===== config.mk =====
export PLATFORM = sky130hd
export DESIGN_NAME = rob_top
export DESIGN_NICKNAME = d
export VERILOG_FILES = /design/src/rtl/rob_pkg.sv /design/src/rtl/rob_ctrl.sv /design/src/rtl/rob_entries.sv /design/src/rtl/rob_lookup.sv /design/src/rtl/rob_regfile.sv /design/src/rtl/rob_top.sv
export SDC_FILE = /design/constraint.sdc
export NUM_CORES = 1
export LEC_CHECK = 0
export BUFFER_PORTS_ARGS = -buffer_cell sky130_fd_sc_hd__buf_2
export CORE_MARGIN = 1
export CORE_UTILIZATION = 45
export CTS_CLUSTER_DIAMETER = 200
export DETAILED_ROUTE_END_ITERATION = 8
export PLACE_DENSITY = 0.65
export REMOVE_ABC_BUFFERS = 1
export SKIP_LAST_GASP = 1
export SYNTH_ARGS = -nofsm -noshare
export SYNTH_HDL_FRONTEND = slang
export SYNTH_SLANG_ARGS = --single-unit

===== constraint.sdc =====
create_clock -name clk -period 5.9 [get_ports clk]
set_input_delay 1.18 -clock clk [delete_from_list [all_inputs] [get_ports clk]]
set_output_delay 1.18 -clock clk [all_outputs]
set_load 0.005 [all_outputs]

===== src/rtl/rob_pkg.sv =====
package rob_pkg;

    typedef enum logic [0:0] {
        ST_RUN     = 1'b0,
        ST_RECOVER = 1'b1
    } rob_state_e;

    // fold a ring position that may exceed the ring once
    function automatic int ring_fold(input int pos, input int depth);
        return (pos >= depth) ? pos - depth : pos;
    endfunction

endpackage


===== src/rtl/rob_ctrl.sv =====
module rob_ctrl
    import rob_pkg::*;
#(
    parameter int DEPTH = 6,
    parameter int NDISP = 2,
    parameter int PC_W  = 16,
    localparam int TW   = $clog2(DEPTH),
    localparam int CW   = $clog2(DEPTH + 1)
) (
    input  logic                       clk,
    input  logic                       rst_n,
    input  logic [NDISP-1:0]           disp_valid,
    input  logic                       head_rdy,
    input  logic                       head_exc,
    input  logic [PC_W-1:0]            head_pc,
    output logic                       disp_ready,
    output logic                       alloc_fire,
    output logic                       commit_fire,
    output logic                       run,
    output logic                       flush,
    output logic [TW-1:0]              head_ptr,
    output logic [CW-1:0]              count,
    output logic [NDISP-1:0][TW-1:0]   slot_tag,
    output logic [PC_W-1:0]            exc_pc
);

    rob_state_e state, state_nx;
    logic [TW-1:0] tail_ptr;
    logic [CW-1:0] nreq, nadd, free_n;
    logic          exc_take;

    always_comb begin
        nreq = '0;
        for (int s = 0; s < NDISP; s++) begin
            nreq = nreq + CW'(disp_valid[s]);
        end
    end

    always_comb begin
        int off;
        off = 0;
        for (int s = 0; s < NDISP; s++) begin
            slot_tag[s] = TW'(ring_fold(int'(tail_ptr) + off, DEPTH));
            off = off + int'(disp_valid[s]);
        end
    end

    // next-state logic
    always_comb begin
        state_nx = state;
        unique case (state)
            ST_RUN:     if (exc_take) state_nx = ST_RECOVER;
            ST_RECOVER: state_nx = ST_RUN;
            default:    state_nx = ST_RUN;
        endcase
    end

    // state register
    always_ff @(posedge clk) begin
        if (!rst_n) state <= ST_RUN;
        else        state <= state_nx;
    end

    // outputs decoded from state and buffer occupancy
    always_comb begin
        run         = (state == ST_RUN);
        flush       = (state == ST_RECOVER);
        free_n      = CW'(DEPTH) - count;
        exc_take    = run && (count != '0) && head_rdy && head_exc;
        commit_fire = run && (count != '0) && head_rdy && !head_exc;
        disp_ready  = run && !exc_take && (free_n >= nreq);
        alloc_fire  = disp_ready && (|disp_valid);
        nadd        = alloc_fire ? nreq : '0;
    end

    always_ff @(posedge clk) begin
        if (!rst_n) begin
            head_ptr <= '0;
            tail_ptr <= '0;
            count    <= '0;
            exc_pc   <= '0;
        end else if (exc_take) begin
            head_ptr <= '0;
            tail_ptr <= '0;
            count    <= '0;
            exc_pc   <= head_pc;
        end else begin
            if (commit_fire) head_ptr <= TW'(ring_fold(int'(head_ptr) + 1, DEPTH));
            tail_ptr <= TW'(ring_fold(int'(tail_ptr) + int'(nadd), DEPTH));
            count    <= count + nadd - CW'(commit_fire);
        end
    end

    assert_count_bound_R3: assert property (@(posedge clk) disable iff (!rst_n)
        count <= CW'(DEPTH));

    assert_stall_no_growth_R3: assert property (@(posedge clk) disable iff (!rst_n)
        (!disp_ready) |=> (count <= $past(count)));

    assert_flush_pulse_R6: assert property (@(posedge clk) disable iff (!rst_n)
        flush |=> !flush);

    assert_flush_empty_R6: assert property (@(posedge clk) disable iff (!rst_n)
        flush |-> (count == '0 && head_ptr == '0));

endmodule


===== src/rtl/rob_entries.sv =====
module rob_entries #(
    parameter int DEPTH = 6,
    parameter int NDISP = 2,
    parameter int PC_W  = 16,
    parameter int XLEN  = 16,
    parameter int RW    = 3,
    localparam int TW   = $clog2(DEPTH)
) (
    input  logic                          clk,
    input  logic                          rst_n,
    input  logic                          alloc_fire,
    input  logic [NDISP-1:0]              disp_valid,
    input  logic [NDISP-1:0][TW-1:0]      slot_tag,
    input  logic [NDISP-1:0][PC_W-1:0]    disp_pc,
    input  logic [NDISP-1:0][RW-1:0]      disp_dreg,
    input  logic                          wb_en,
    input  logic [TW-1:0]                 wb_tag,
    input  logic [XLEN-1:0]               wb_value,
    input  logic                          wb_exc,
    input  logic [TW-1:0]                 head_ptr,
    output logic [DEPTH-1:0]              e_rdy,
    output logic [DEPTH-1:0][RW-1:0]      e_dreg,
    output logic [DEPTH-1:0][XLEN-1:0]    e_res,
    output logic                          head_rdy,
    output logic                          head_exc,
    output logic [PC_W-1:0]               head_pc,
    output logic [RW-1:0]                 head_dreg,
    output logic [XLEN-1:0]               head_res
);

    logic [DEPTH-1:0]           e_exc;
    logic [DEPTH-1:0][PC_W-1:0] e_pc;

    for (genvar e = 0; e < DEPTH; e++) begin : g_entry
        logic            hit;
        logic            rdy_q, exc_q;
        logic [PC_W-1:0] pc_q;
        logic [RW-1:0]   dreg_q;
        logic [XLEN-1:0] res_q;

        always_comb begin
            hit = 1'b0;
            for (int s = 0; s < NDISP; s++) begin
                if (alloc_fire && disp_valid[s] && slot_tag[s] == TW'(e)) hit = 1'b1;
            end
        end

        always_ff @(posedge clk) begin
            if (!rst_n) begin
                rdy_q  <= 1'b0;
                exc_q  <= 1'b0;
                pc_q   <= '0;
                dreg_q <= '0;
                res_q  <= '0;
            end else if (hit) begin
                for (int s = 0; s < NDISP; s++) begin
                    if (disp_valid[s] && slot_tag[s] == TW'(e)) begin
                        pc_q   <= disp_pc[s];
                        dreg_q <= disp_dreg[s];
                    end
                end
                rdy_q <= 1'b0;
                exc_q <= 1'b0;
                res_q <= '0;
            end else if (wb_en && wb_tag == TW'(e)) begin
                rdy_q <= 1'b1;
                exc_q <= wb_exc;
                res_q <= wb_value;
            end
        end

        assign e_rdy[e]  = rdy_q;
        assign e_exc[e]  = exc_q;
        assign e_pc[e]   = pc_q;
        assign e_dreg[e] = dreg_q;
        assign e_res[e]  = res_q;
    end

    assign head_rdy  = e_rdy[head_ptr];
    assign head_exc  = e_exc[head_ptr];
    assign head_pc   = e_pc[head_ptr];
    assign head_dreg = e_dreg[head_ptr];
    assign head_res  = e_res[head_ptr];

    assert_wb_marks_ready_R4: assert property (@(posedge clk) disable iff (!rst_n)
        wb_en |=> (e_rdy[$past(wb_tag)] || $past(alloc_fire)));

endmodule


===== src/rtl/rob_lookup.sv =====
module rob_lookup
    import rob_pkg::*;
#(
    parameter int DEPTH = 6,
    parameter int NDISP = 2,
    parameter int NSRC  = 2,
    parameter int XLEN  = 16,
    parameter int RW    = 3,
    localparam int TW   = $clog2(DEPTH),
    localparam int CW   = $clog2(DEPTH + 1),
    localparam int NLK  = NDISP * NSRC
) (
    input  logic [DEPTH-1:0]              e_rdy,
    input  logic [DEPTH-1:0][RW-1:0]      e_dreg,
    input  logic [DEPTH-1:0][XLEN-1:0]    e_res,
    input  logic [TW-1:0]                 head_ptr,
    input  logic [CW-1:0]                 count,
    input  logic [NDISP-1:0]              disp_valid,
    input  logic [NDISP-1:0][RW-1:0]      disp_dreg,
    input  logic [NDISP-1:0][TW-1:0]      slot_tag,
    input  logic [NLK-1:0][RW-1:0]        lk_reg,
    input  logic [NLK-1:0][XLEN-1:0]      rf_data,
    output logic [NLK-1:0]                lk_rdy,
    output logic [NLK-1:0][XLEN-1:0]      lk_val,
    output logic [NLK-1:0][TW-1:0]        lk_tag
);

    for (genvar q = 0; q < NLK; q++) begin : g_port
        localparam int SLOT = q / NSRC;
        logic          hit, grp;
        logic [TW-1:0] hidx, gtag;

        // youngest occupied entry writing this register
        always_comb begin
            int idx;
            hit  = 1'b0;
            hidx = '0;
            for (int k = 0; k < DEPTH; k++) begin
                idx = ring_fold(int'(head_ptr) + k, DEPTH);
                if (k < int'(count) && e_dreg[TW'(idx)] == lk_reg[q]) begin
                    hit  = 1'b1;
                    hidx = TW'(idx);
                end
            end
        end

        // youngest older slot of the same group writing this register
        always_comb begin
            grp  = 1'b0;
            gtag = '0;
            for (int s = 0; s < SLOT; s++) begin
                if (disp_valid[s] && disp_dreg[s] == lk_reg[q]) begin
                    grp  = 1'b1;
                    gtag = slot_tag[s];
                end
            end
        end

        always_comb begin
            if (grp) begin
                lk_rdy[q] = 1'b0;
                lk_val[q] = '0;
                lk_tag[q] = gtag;
            end else if (hit) begin
                lk_rdy[q] = e_rdy[hidx];
                lk_val[q] = e_rdy[hidx] ? e_res[hidx] : '0;
                lk_tag[q] = hidx;
            end else begin
                lk_rdy[q] = 1'b1;
                lk_val[q] = rf_data[q];
                lk_tag[q] = '0;
            end
        end
    end

endmodule


===== src/rtl/rob_regfile.sv =====
module rob_regfile #(
    parameter int NREG = 8,
    parameter int XLEN = 16,
    parameter int NRD  = 4,
    localparam int RW  = $clog2(NREG)
) (
    input  logic                     clk,
    input  logic                     rst_n,
    input  logic                     we,
    input  logic [RW-1:0]            waddr,
    input  logic [XLEN-1:0]          wdata,
    input  logic [NRD-1:0][RW-1:0]   raddr,
    output logic [NRD-1:0][XLEN-1:0] rdata
);

    logic [XLEN-1:0] mem [NREG];

    always_ff @(posedge clk) begin
        if (!rst_n) begin
            for (int r = 0; r < NREG; r++) mem[r] <= '0;
        end else if (we) begin
            mem[waddr] <= wdata;
        end
    end

    for (genvar p = 0; p < NRD; p++) begin : g_rd
        assign rdata[p] = mem[raddr[p]];
    end

endmodule


===== src/rtl/rob_top.sv =====
module rob_top
    import rob_pkg::*;
#(
    parameter int DEPTH = 6,
    parameter int NREG  = 8,
    parameter int XLEN  = 16,
    parameter int PC_W  = 16,
    parameter int NDISP = 2,
    parameter int NSRC  = 2,
    localparam int TW   = $clog2(DEPTH),
    localparam int RW   = $clog2(NREG),
    localparam int CW   = $clog2(DEPTH + 1),
    localparam int NLK  = NDISP * NSRC
) (
    input  logic                       clk,
    input  logic                       rst_n,
    input  logic [NDISP-1:0]           disp_valid,
    input  logic [NDISP-1:0][PC_W-1:0] disp_pc,
    input  logic [NDISP-1:0][RW-1:0]   disp_dreg,
    output logic                       disp_ready,
    output logic [NDISP-1:0][TW-1:0]   disp_tag,
    input  logic [NLK-1:0][RW-1:0]     lk_reg,
    output logic [NLK-1:0]             lk_rdy,
    output logic [NLK-1:0][XLEN-1:0]   lk_val,
    output logic [NLK-1:0][TW-1:0]     lk_tag,
    input  logic                       wb_valid,
    input  logic [TW-1:0]              wb_tag,
    input  logic [XLEN-1:0]            wb_value,
    input  logic                       wb_exc,
    output logic                       cm_valid,
    output logic [RW-1:0]              cm_reg,
    output logic [XLEN-1:0]            cm_value,
    output logic                       flush,
    output logic [PC_W-1:0]            exc_pc
);

    logic                     alloc_fire, commit_fire, run;
    logic [TW-1:0]            head_ptr;
    logic [CW-1:0]            count;
    logic                     head_rdy, head_exc;
    logic [PC_W-1:0]          head_pc;
    logic [DEPTH-1:0]         e_rdy;
    logic [DEPTH-1:0][RW-1:0] e_dreg;
    logic [DEPTH-1:0][XLEN-1:0] e_res;
    logic [NLK-1:0][XLEN-1:0] rf_data;

    rob_ctrl #(.DEPTH(DEPTH), .NDISP(NDISP), .PC_W(PC_W)) u_ctrl (
        .clk(clk), .rst_n(rst_n), .disp_valid(disp_valid),
        .head_rdy(head_rdy), .head_exc(head_exc), .head_pc(head_pc),
        .disp_ready(disp_ready), .alloc_fire(alloc_fire), .commit_fire(commit_fire),
        .run(run), .flush(flush), .head_ptr(head_ptr), .count(count),
        .slot_tag(disp_tag), .exc_pc(exc_pc)
    );

    rob_entries #(.DEPTH(DEPTH), .NDISP(NDISP), .PC_W(PC_W), .XLEN(XLEN), .RW(RW)) u_entries (
        .clk(clk), .rst_n(rst_n), .alloc_fire(alloc_fire), .disp_valid(disp_valid),
        .slot_tag(disp_tag), .disp_pc(disp_pc), .disp_dreg(disp_dreg),
        .wb_en(wb_valid && run), .wb_tag(wb_tag), .wb_value(wb_value), .wb_exc(wb_exc),
        .head_ptr(head_ptr), .e_rdy(e_rdy), .e_dreg(e_dreg), .e_res(e_res),
        .head_rdy(head_rdy), .head_exc(head_exc), .head_pc(head_pc),
        .head_dreg(cm_reg), .head_res(cm_value)
    );

    rob_lookup #(.DEPTH(DEPTH), .NDISP(NDISP), .NSRC(NSRC), .XLEN(XLEN), .RW(RW)) u_lookup (
        .e_rdy(e_rdy), .e_dreg(e_dreg), .e_res(e_res), .head_ptr(head_ptr), .count(count),
        .disp_valid(disp_valid), .disp_dreg(disp_dreg), .slot_tag(disp_tag),
        .lk_reg(lk_reg), .rf_data(rf_data),
        .lk_rdy(lk_rdy), .lk_val(lk_val), .lk_tag(lk_tag)
    );

    rob_regfile #(.NREG(NREG), .XLEN(XLEN), .NRD(NLK)) u_rf (
        .clk(clk), .rst_n(rst_n), .we(commit_fire), .waddr(cm_reg), .wdata(cm_value),
        .raddr(lk_reg), .rdata(rf_data)
    );

    assign cm_valid = commit_fire;

    assert_retire_excludes_flush_R6: assert property (@(posedge clk) disable iff (!rst_n)
        !(cm_valid && flush));

    assert_retire_only_complete_R5: assert property (@(posedge clk) disable iff (!rst_n)
        cm_valid |=> !flush);

    if (NDISP > 1) begin : g_tagchk
        assert_slot_tags_distinct_R2: assert property (@(posedge clk) disable iff (!rst_n)
            (disp_valid[0] && disp_valid[1] && disp_ready) |-> (disp_tag[0] != disp_tag[1]));
    end

endmodule


==> reports/metrics.yaml <==
placed_design:
  dp_cells: 3986
  portBuffers: 198
  hpwlAfterDp_mm: 79.23
  place_area_um2: 31820
  place_ws_ps: -90.20
  place_congestion: 1.013
synthesis:
  synth-main-ff-cell: "dfxtp_1"
  synth_edf_count: 128
  synth_common_cells: "nand2_1, mux2i_1, nor2_1"
  synthTopCellsByArea: "dfxtp_1, edfxtp_1, mux4_2"
  yosysMostFrequentCell: "nand2_1"
  netlist_area_um2: 28660
  synth_cell_type_count: 104
  synth_top_area_frac: 0.1733
  synth_largest_area_cell: "dfxtp_1"
  async_flop_share: 0
  synthCells: 2951
  yosysSeqAreaShare: 0.3074
  synth_seq_cells: 376
  yosysWarnings: 0
  synth_area_per_cell_um2: 9.711
finish:
  layout-drive-gt1-share: 0.3503
  seq_area_um2: 8820
  num-fill-cells: 5283
  area_growth_pct: 26.67
  multi_input_area_um2: 20170
  final_cells: 4182
  fin_nets: 3392
  final_area_um2: 36300
global_routing:
  grt_pass1_wl_mm: 168.8
  grt_pass1_vias: 26030
  use_met2: 0.5454
  antenna_found_initial: 6
  grtUsageMet3: 0.09308
  grt.busiest_layer: "met2"
  grt_overflow: 0
  grtUsageTotal: 0.3518
  grtUsageMet1: 0.4542
  grt_max_degree: 82
critical_path:
  critical_path_peak_fanout: 5
  max_stage_delay_ps: 520
  crit_family: "compound AO/OA/AOI/OAI gates"
  worstPathRequired_ps: 4720
  path_cells: "buf_12, ha_4, or3b_4, buf_4, o211ai_1, a21o_1, or4bb_1, o2111a_1, nand4_4, mux2i_2, o311ai_4, mux2_1, a31o_1, a221oi_4, buf_6, buf_12, a21oi_1, buf_2"
  critPathLaunchType: "register"
  crit_arrival_ps: 4930
  crit_path_top_delay_cell: "or4bb_1"
  crit_buf_inv: 5
  endpoint_kind: "output port"
  worst_path_most_repeated_cell: "buf_12"
  critPathKind: "reg2out"
  ff2ff_setup_slack_ps: 1170
floorplanning:
  chipHeight_um: 254.4
  die_area_um2: 64690
  start_util: 0.4551
  row_count: 92
  placeableCoreArea_um2: 62970
  io_pins: 199
  die_w_um: 254.4
clock_network:
  cts_hold_buffers: 0
  cts_tree: "yes"
  cts_buffers: 45
  insertion_delay_ps: 620
  clk_path_buf_depth: 3
  clk_pin_slew_ps: 60
  cts_root_buffer: "clkbuf_16"
  cts_max_level: 2
  clock-sinks: 376
outcome:
  violations: "negative setup slack"
  status: "finished with violations"
sta:
  drv_slew: 0
  max_slew_margin: 0.1768
  rsz0062_at_grt: "yes"
  setup_viol: 66
  fmax_mhz: 163.7
  min_period_ps: 6109
  setup_ws_ps: -209.1
  finalHoldWorstSlack_ps: 456.5
  worstMarginPinSlew_ps: 1235
  finClkSkew_ps: 53.55
  finalCritPeriodShare: 1.035
  finalHoldViolCount: 0
drt:
  wl_mm: 118.0
  via_per_inst: 6.592
  drc_errors: 0
  drt_first_pass_iters: 6
  ant_nets: 0
  drt_iter0_markers: 3347
  post_drt_wl_per_cell_um: 28.23
  vias: 27570
power_and_ir_drop:
  p_sw_frac: 0.3951
  power_density_nw_per_um2: 324.7
  p_leak_nw: 14.83
  combPwrFrac: 0.478
  power.net_switching_mw: 4.657
  p_clk_frac: 0.259
  ir_worst_vdd_mv: 0.2002
  power_frac_seq: 0.263
  internal-power_mw: 7.129
run:
  maxCapViolCount: 0
worst_hold_path:
  hold_class: "reg2reg"
## worst reg2reg max path: stages (launching register included)
cell and delay (ps):
dfxtp_4 390, buf_4 310, buf_4 770, mux4_2 650, o211ai_1 540, nor2b_4 70, or3_1 400, nor2_1 140
and2_1 190, ha_1 210, fa_1 470, nand3b_1 120, o21ai_0 80, a22oi_1 200, nor2_1 60
## per-stage QoR
step / power, mW / util / setup TNS (ps)
after floorplan: 5.474 / - / -976990
after global placement: 7.520 / 0.5053 / -360.9
after detailed placement: 7.586 / 0.5053 / -812.3
after CTS: 11.09 / 0.5562 / -6105
after global routing: 12.10 / 0.5765 / -16560
final: 11.79 / 0.5765 / -8287
## logic make-up after synthesis
group           after synthesis  synth area share
fa+ha+maj                    23           0.01057
mux                         646            0.3056
flops                       376            0.3074
xor+xnor                     89           0.02720
compound gates              626            0.1691
buf+inv                     297           0.04397
simple gates                894            0.1362
## power by group through the flow
stage / Clock, mW / Sequential (mW) / Combinational, mW
CTS: 3.07 / 3.08 / 4.95
global route: 3.17 / 3.12 / 5.82
detailed placement: 0 / 3.13 / 4.46
floorplan: 0 / 3.07 / 2.40
global placement: 0 / 3.11 / 4.41
finish: 3.05 / 3.10 / 5.63
## state kept, by name, indices dropped and copies added (netlist names)
signal,cells
u_rf.mem,128
u_entries.g_entry.pc_q,96
u_entries.g_entry.res_q,96
u_entries.g_entry.dreg_q,18
u_ctrl.exc_pc,16
u_entries.g_entry.exc_q,6
u_entries.g_entry.rdy_q,6
u_ctrl.count,3
u_ctrl.head_ptr,3
u_ctrl.tail_ptr,3
u_ctrl.flush,1
## placed cells by master (no fill, tap or decap), drive strengths merged, types with 8 or more instances in the layout
cell type / instances
a211oi: 46
a21oi: 180
a221oi: 34
a22oi: 22
and2: 15
and3: 8
buf: 533
clkbuf: 58
clkinv: 22
dfxtp: 248
edfxtp: 128
ha: 21
inv: 52
mux2: 125
mux2i: 352
mux4: 169
nand2: 413
nand2b: 24
nand3: 34
nand4: 12
nor2: 273
nor2b: 30
nor3: 25
nor4: 11
o211a: 149
o211ai: 30
o21ai: 56
o22a: 19
o22ai: 12
or2: 13
xnor2: 63
xor2: 26
## metal layers
layer	up-vias	routed length (µm)
li1	11760	-
met1	13610	44630
met2	1787	53440
met3	411	13660
met4	2	6306
met5	-	13
## worst paths after layout
kind	from	to	cells after the start
max	u_ctrl.head_ptr[0]$_SDFFE_PP0P_	lk_val[3]	18
min	u_entries.g_entry[1].exc_q$_SDFFE_PP0P_	u_entries.g_entry[1].exc_q$_SDFFE_PP0P_	2
min reg2reg	u_entries.g_entry[1].exc_q$_SDFFE_PP0P_	u_entries.g_entry[1].exc_q$_SDFFE_PP0P_	2
max reg2reg	u_ctrl.head_ptr[0]$_SDFFE_PP0P_	u_ctrl.tail_ptr[2]$_SDFF_PP0_	14
## area by class of cell
class,count,share of cell area
multi-input combinational,2279,0.5557
sequential,376,0.2430
timing repair buffer,540,0.1218
clock buffer,52,0.03374
tap,846,0.02916
clock inverter,32,0.01058
inverter,52,0.005687
antenna,5,0.0003447
## repair_timing
| item | in CTS | in global routing |
|---|---|---|
| gates cloned | 9 | 8 |
| buffers inserted | 45 | 51 |
| resized for setup | 197 | 175 |
| pin swaps | 41 | 84 |
| hold endpoints to repair | 0 | 0 |
| endpoints found under the setup margin | 69 | 68 |
No activity file was read; power rests on OpenSTA's default activity.
